<file path="config.mk">
export PLATFORM = sky130hd
export DESIGN_NAME = ecc_blank_scan
export DESIGN_NICKNAME = d
export VERILOG_FILES = /design/src/rtl/ecc_blank_scan.sv
export SDC_FILE = /design/constraint.sdc
export NUM_CORES = 1
export LEC_CHECK = 0
export ABC_AREA = 1
export ABC_CLOCK_PERIOD_IN_PS = 3300
export BUFFER_PORTS_ARGS = -buffer_cell sky130_fd_sc_hd__buf_2
export CAP_MARGIN = 20
export CORE_ASPECT_RATIO = 0.9
export CORE_MARGIN = 2
export CORE_UTILIZATION = 40
export DETAILED_ROUTE_END_ITERATION = 10
export PLACE_DENSITY = 0.66
export SYNTH_ARGS = -nofsm -noshare
export SYNTH_HDL_FRONTEND = slang
export SYNTH_SLANG_ARGS = --single-unit
export TNS_END_PERCENT = 30
</file>
<file path="constraint.sdc">
create_clock -name clk_i -period 3.3 [get_ports clk_i]
set_clock_uncertainty 0.2 [all_clocks]
set_input_delay 0.66 -clock clk_i [delete_from_list [all_inputs] [get_ports clk_i]]
set_output_delay 0.66 -clock clk_i [all_outputs]
set_load 0.01 [all_outputs]
</file>
<file path="src/rtl/ecc_blank_scan.sv">
module ecc_blank_scan #(
  parameter int WORD_AW = 16,
  parameter int IDX_W   = 12,
  parameter int POS_AW  = 8,
  parameter int POS_W   = 13,
  localparam int BYTE_AW = WORD_AW + 2
) (
  input  logic               clk_i,
  input  logic               rst_ni,
  input  logic               go_i,
  input  logic [WORD_AW-1:0] slot_word_i,
  input  logic [IDX_W-1:0]   main_words_i,
  input  logic [BYTE_AW-1:0] spare_byte_i,
  input  logic [IDX_W-1:0]   pos_cnt_i,
  output logic [POS_AW-1:0]  pos_idx_o,
  input  logic [POS_W-1:0]   pos_val_i,
  output logic               rd_o,
  output logic [WORD_AW-1:0] addr_o,
  input  logic [31:0]        rdata_i,
  output logic               done_o,
  output logic               blank_o
);

  logic               active_q, ecc_ph_q, pend_q, full_q, done_q, blank_q;
  logic [1:0]         lane_q;
  logic [IDX_W-1:0]   idx_q;
  logic [BYTE_AW-1:0] byte_addr;
  logic [7:0]         lane_byte;
  logic               more, mismatch;

  assign pos_idx_o = idx_q[POS_AW-1:0];
  assign byte_addr = spare_byte_i + BYTE_AW'(pos_val_i);
  assign more      = ecc_ph_q ? (idx_q < pos_cnt_i) : (idx_q < main_words_i);

  always_comb begin
    case (lane_q)
      2'd0:    lane_byte = rdata_i[7:0];
      2'd1:    lane_byte = rdata_i[15:8];
      2'd2:    lane_byte = rdata_i[23:16];
      default: lane_byte = rdata_i[31:24];
    endcase
  end

  assign mismatch = pend_q && (full_q ? (rdata_i != 32'hFFFF_FFFF) : (lane_byte != 8'hFF));
  assign rd_o     = active_q && more && !mismatch;
  assign addr_o   = ecc_ph_q ? byte_addr[BYTE_AW-1:2] : slot_word_i + WORD_AW'(idx_q);

  always_ff @(posedge clk_i or negedge rst_ni) begin
    if (!rst_ni) begin
      active_q <= 1'b0;
      ecc_ph_q <= 1'b0;
      pend_q   <= 1'b0;
      full_q   <= 1'b0;
      done_q   <= 1'b0;
      blank_q  <= 1'b0;
      lane_q   <= '0;
      idx_q    <= '0;
    end else begin
      done_q <= 1'b0;
      if (go_i) begin
        active_q <= 1'b1;
        ecc_ph_q <= 1'b0;
        idx_q    <= '0;
        pend_q   <= 1'b0;
        blank_q  <= 1'b0;
      end else if (active_q) begin
        pend_q <= rd_o;
        full_q <= !ecc_ph_q;
        lane_q <= byte_addr[1:0];
        if (mismatch) begin
          active_q <= 1'b0;
          pend_q   <= 1'b0;
          done_q   <= 1'b1;
          blank_q  <= 1'b0;
        end else if (rd_o) begin
          if (!ecc_ph_q && idx_q == main_words_i - IDX_W'(1)) begin
            ecc_ph_q <= 1'b1;
            idx_q    <= '0;
          end else begin
            idx_q <= idx_q + IDX_W'(1);
          end
        end else if (!pend_q) begin
          active_q <= 1'b0;
          done_q   <= 1'b1;
          blank_q  <= 1'b1;
        end
      end
    end
  end

  assign done_o  = done_q;
  assign blank_o = blank_q;

endmodule

</file>
Yosys cells after proc, flatten, opt, wreduce, memory -nomap -nowiden

Cells that the tools add are included.

Flip-flop bits (word level): 20
Logic and storage cells: 69
Input port bits: 106

Add/subtract/negate cells: 4
$lt $le $gt $ge: 2
Bitwise logic cells: 1
Reductions and logical operators: 14
Multiplexer cells: 32
Equality and inequality tests: 8

Operator list:

| cell                    | count |
|---|---|
| $mux W12                | 5 |
| $ne A32 B32 Y1 const B  | 1 |
| $mux W1                 | 25 |
| $lt A12 B12 Y1          | 2 |
| $pmux W8 S3             | 1 |
| $add A18 B13 Y18        | 1 |
| $add A16 B12 Y16        | 1 |
| $mux W16                | 1 |
| $add A12 B1 Y12 const B | 1 |
| $eq A12 B12 Y1          | 1 |
| $sub A12 B1 Y12 const B | 1 |
| $ne A8 B8 Y1 const B    | 1 |
| $ne A3 B2 Y1 const B    | 2 |
| $reduce_and A3 Y1       | 2 |
| $reduce_bool A2 Y1      | 3 |
| $logic_and A1 B1 Y1     | 4 |
| $reduce_and A4 Y1       | 1 |
| $eq A2 B1 Y1 const B    | 1 |
| $eq A2 B2 Y1 const B    | 1 |
| $logic_not A1 Y1        | 2 |
| $logic_not A2 Y1        | 1 |
| $ne A2 B2 Y1 const B    | 1 |
| $reduce_and A2 Y1       | 1 |
| $not A1 Y1              | 1 |

Longest topological paths before layout

Word-level depth: 11
Mapped depth: 16
Depth with buffers taken out: 16

Least setup slack after synthesis

Ideal clock, no wire load.

Path kind: in2out
Start point: in spare_byte_i[0]
End point: out addr_o[14]
Stages on the path: 11
Arrival time: 2.084 ns
Path slack: 0.356 ns
Required time: 2.440 ns
Cell sequence: ha_1 > fa_1 > nand3_1 > nand2_1 > nand3_1 > nand3_1 > nand2_1 > nand2_1 > a21oi_1 > o21ai_0 > o21ai_0

Longest elaborated chain between the ends: 2

Ends and longest elaborated chain:

| item             | RTL line | text |
|---|---|---|
| start, declared  | 13       | `input logic [BYTE_AW-1:0] spare_byte_i,` |
| $add A18 B13 Y18 | 32       | `assign byte_addr = spare_byte_i + BYTE_AW'(pos_val_i);` |
| $mux W16         | 46       | `assign addr_o = ecc_ph_q ? byte_addr[BYTE_AW-1:2] : slot_word_i + WORD_AW'(idx_q);` |
| end, declared    | 18       | `output logic [WORD_AW-1:0] addr_o,` |

No other way between the ends.

Worst setup path in the final report

Start point: in slot_word_i[0]
End point: out addr_o[10]

Longest elaborated chain between the ends: 2

Ends and longest elaborated chain:

| item             | RTL line | text |
|---|---|---|
| start, declared  | 11       | `input logic [WORD_AW-1:0] slot_word_i,` |
| $add A16 B12 Y16 | 46       |  |
| $mux W16         | 46       |  |

No other way between the ends.

==> flow_metrics.py <==
metrics = {
    "global_route": {
        "grt_antenna_before_repair": 0,
        "grt.total_usage": 0.2302,
        "first_pass_grt_wire_length_microns": 20680,
        "grt_start_max_net_pins": 21,
        "grt.overflow.total": 0,
        "vias_in_the_first_global_route": 4717,
    },
    "power_and_ir_drop": {
        "vdd_ir_drop_max_v": 0.0001892,
        "cellLeakagePower_nw": 2.913,
        "report.power.total_mw": 1.672,
        "power.density_nw_per_um2": 329.2,
    },
    "yosys": {
        "yosysSeqAreaShare": 0.1232,
        "postSynthAreaPerCell_sq_um": 5.903,
        "ys_dominant_reg_cell": "sky130_fd_sc_hd__dfrtp_1",
        "synth_top_cell_by_area": "sky130_fd_sc_hd__nand2_1",
        "synth_seq_cells": 20,
        "post_synth_net_total": 846,
        "synth_enable_flop_cells": 0,
        "syn-instance-count": 688,
        "ys_warn_count": 0,
        "async_reset_ff_frac": 1.000,
        "ys_top_cells_by_area": "sky130_fd_sc_hd__nand2_1 19%, sky130_fd_sc_hd__ha_1 15%, sky130_fd_sc_hd__dfrtp_1 12%, sky130_fd_sc_hd__inv_1 7.9%, sky130_fd_sc_hd__nand3_1 7.4%",
        "synth.lib_cells_used.distinct": 33,
        "synth_top_area_frac": 0.1904,
        "syn-cell-area_sq_um": 4061,
    },
    "timing": {
        "rsz0062_at_grt": "yes",
        "max_freq_ghz": 0.3109,
        "finalCriticalPeriod_ps": 3216,
        "final-hold-violation-count": 0,
        "slew_headroom": 0.5612,
        "max_slew.worst_pin.slew_ps": 654.1,
        "post-route-period-util": 0.9746,
        "final_setup_viols": 0,
        "final-max-slew-violation-count": 0,
        "final.setup.worst_slack_ps": 83.82,
    },
    "worst_setup_path": {
        "cp.required_ps": 2440,
        "timing.reg2reg.worst_path_depth": 14,
        "worst_setup_start_kind": "input pin",
        "worst_ep_arrival_time_ps": 2360,
        "critPathLaunch": "slot_word_i[0]",
        "cp-endpoint": "addr_o[10]",
        "max_fo_critical_path": 4,
        "worstSetupEndpointType": "output port",
        "worstSetupPathType": "input pin to output port",
        "reg2reg_setup_slack_ps": 620,
        "reg2reg_from": "idx_q[11]",
        "r2r-end": "idx_q[10]",
    },
    "finish": {
        "syn2layout_area_growth_pct": 25.05,
        "n_antenna_cell": 0,
        "finish.instance_area_sq_um": 5079,
        "final_nets": 985,
        "final_layout_size_suffix_gt1_frac": 0.2167,
        "layoutNonFillerInstCount": 952,
    },
    "placed_design": {
        "dpl_cell_area_sq_um": 4903,
        "dpl.hpwl_microns": 10670,
        "gp_routability_congestion": 0.8686,
        "place_inst": 946,
        "portBuffers": 132,
        "preCtsSetupSlack_ps": -14.95,
    },
    "detailed_routing": {
        "drt_pass1_iterations": 5,
        "num_vias": 4932,
        "initialDrtViolationCount": 269,
        "ant_nets": 0,
        "routed_via_density": 5.181,
        "routed_wire_length_per_instance_microns": 13.30,
        "route.final.wire_length_microns": 12660,
        "drcViolationCount": 0,
    },
    "clock_tree": {
        "cts_made_buffers": 3,
        "ctsRootBufferMaster": "sky130_fd_sc_hd__clkbuf_16",
        "cts-htree-levels": 1,
        "holdBufCountCts": 0,
        "cts_tree": "yes",
        "ctsLongestPathBuffers": 2,
        "clock_sinks": 20,
        "clk_transition_reported_paths_ps": 60,
        "clock_latency_on_the_worst_skew_pair_ps": 260,
    },
    "run": {
        "cap_viol_max_count": 0,
    },
    "floorplan": {
        "fp.dieH_microns": 99.60,
        "design.die.area_sq_um": 10980,
        "count_of_boundary_i_o_pins": 133,
        "initial_core_util": 0.4151,
        "die_x_microns": 110.2,
        "placement_rows": 34,
        "core_area_sq_um": 9784,
    },
    "worst_hold_path": {
        "hold_class": "input pin to asynchronous set/reset pin",
    },
    "outcome": {
        "run_status": "completed",
    },
}
flip-flops by register name, indices dropped and copies added, names as in the netlist:
register  count
pend_q        1
blank_o       1
active_q      1
idx_q        12
lane_q        2
full_q        1
ecc_ph_q      1
done_o        1
kinds of logic after synthesis:
| family | synth area share |
|---|---|
| buffers and inverters | 0.1124 |
| XOR/XNOR | 0.06469 |
| flip-flops | 0.1232 |
| AO/OA/AOI/OAI | 0.1359 |
| AND/OR/NAND/NOR | 0.3999 |
| adder cells (fa/ha/maj) | 0.1639 |
cell type report:
| type | instances | area (sq um) |
|---|---|---|
| fillers | 1060 | 4706 |
| multi-input cells | 560 | 3159 |
| repair buffers | 154 | 825.8 |
| flip-flops and latches | 20 | 500.5 |
| inverters | 88 | 330.3 |
| well taps | 126 | 157.7 |
| clock buffers | 3 | 75.07 |
| clock inverters | 1 | 30.03 |
Yosys cell counts (2+ instances only):
cell type / number
sky130_fd_sc_hd__nand4_1: 28
sky130_fd_sc_hd__a21o_1: 5
sky130_fd_sc_hd__ha_1: 50
sky130_fd_sc_hd__xnor2_1: 11
sky130_fd_sc_hd__dfrtp_1: 20
sky130_fd_sc_hd__buf_2: 2
sky130_fd_sc_hd__fa_1: 2
sky130_fd_sc_hd__buf_4: 9
sky130_fd_sc_hd__nand3b_1: 5
sky130_fd_sc_hd__nand3_2: 2
sky130_fd_sc_hd__o21bai_1: 5
sky130_fd_sc_hd__clkbuf_1: 7
sky130_fd_sc_hd__nand2_1: 206
sky130_fd_sc_hd__o21ai_0: 36
sky130_fd_sc_hd__buf_6: 2
sky130_fd_sc_hd__nor2_2: 3
sky130_fd_sc_hd__nor4_1: 3
sky130_fd_sc_hd__nor3_1: 6
sky130_fd_sc_hd__xor2_1: 19
sky130_fd_sc_hd__a21oi_1: 46
sky130_fd_sc_hd__nor2_1: 63
sky130_fd_sc_hd__nand3_1: 60
sky130_fd_sc_hd__a31oi_1: 3
sky130_fd_sc_hd__inv_1: 86
worst max-delay path, stage by stage:
cell and delay (ps):
sky130_fd_sc_hd__buf_2 80, sky130_fd_sc_hd__ha_1 160, sky130_fd_sc_hd__inv_1 60, sky130_fd_sc_hd__fa_2 340, sky130_fd_sc_hd__nand3b_1 180, sky130_fd_sc_hd__nand2_2 100
sky130_fd_sc_hd__a21oi_1 100, sky130_fd_sc_hd__o21bai_1 200, sky130_fd_sc_hd__a21oi_1 80, sky130_fd_sc_hd__o21ai_0 120, sky130_fd_sc_hd__nand2_1 120, sky130_fd_sc_hd__buf_2 150
metrics by stage:
stage	hold WS [ps]	utilization	setup TNS, ps
after detailed placement	274.0	0.5012	-14.95
after CTS	169.2	0.5121	0
final	150.7	0.5191	0
after global routing	199.7	0.5191	-57.27
after floorplan	164.4	-	0
after global placement	272.7	0.5012	0
per-layer routing:
metal	GRT usage	vias up	share of wire
met5	0	-	0
met2	0.4016	152	0.47
met3	0.02031	19	0.067
met1	0.3056	2220	0.44
li1	-	2541	-
met4	0.05288	0	0.016
report_power, final:
group          switching (mW)  internal [mW]  leakage (nW)
clock                  0.0919          0.241        0.0511
sequential             0.0656          0.294         0.263
combinational           0.593          0.386          2.60
total                   0.751          0.921          2.91
cells in the final DEF, fill, tap and decap left out, drive strengths merged, types with 5 or more instances in the layout:
cell,synthesis,layout
nand2,206,206
a21oi,47,47
xor2,19,19
inv,87,87
xnor2,11,11
ha,50,50
nand4,28,28
nand3,62,62
nor2,66,66
o21ai,36,36
dfrtp,20,20
nand3b,5,5
a21o,5,5
o21bai,5,5
nor3,6,6
buf,13,154
worst min-delay path by stage:
| stage | start | to | depth (start not counted) |
|---|---|---|---|
| 2_1_floorplan | rst_ni | active_q | 0 |
| 3_3_place_gp | full_q | full_q | 2 |
| 3_5_place_dp | full_q | full_q | 2 |
| 4_1_cts | rst_ni | done_o | 1 |
| 5_1_grt | rst_ni | done_o | 1 |
| 6_report | rst_ni | done_o | 1 |
what timing repair did:
item,4_1_cts,5_1_grt
gates cloned,0,0
setup endpoints to repair,1,11
gates resized for setup,1,19
endpoints found under the hold margin,0,0
pin swaps,0,9
buffers inserted,0,2
Note: power is estimated with default switching activity, not from simulation.
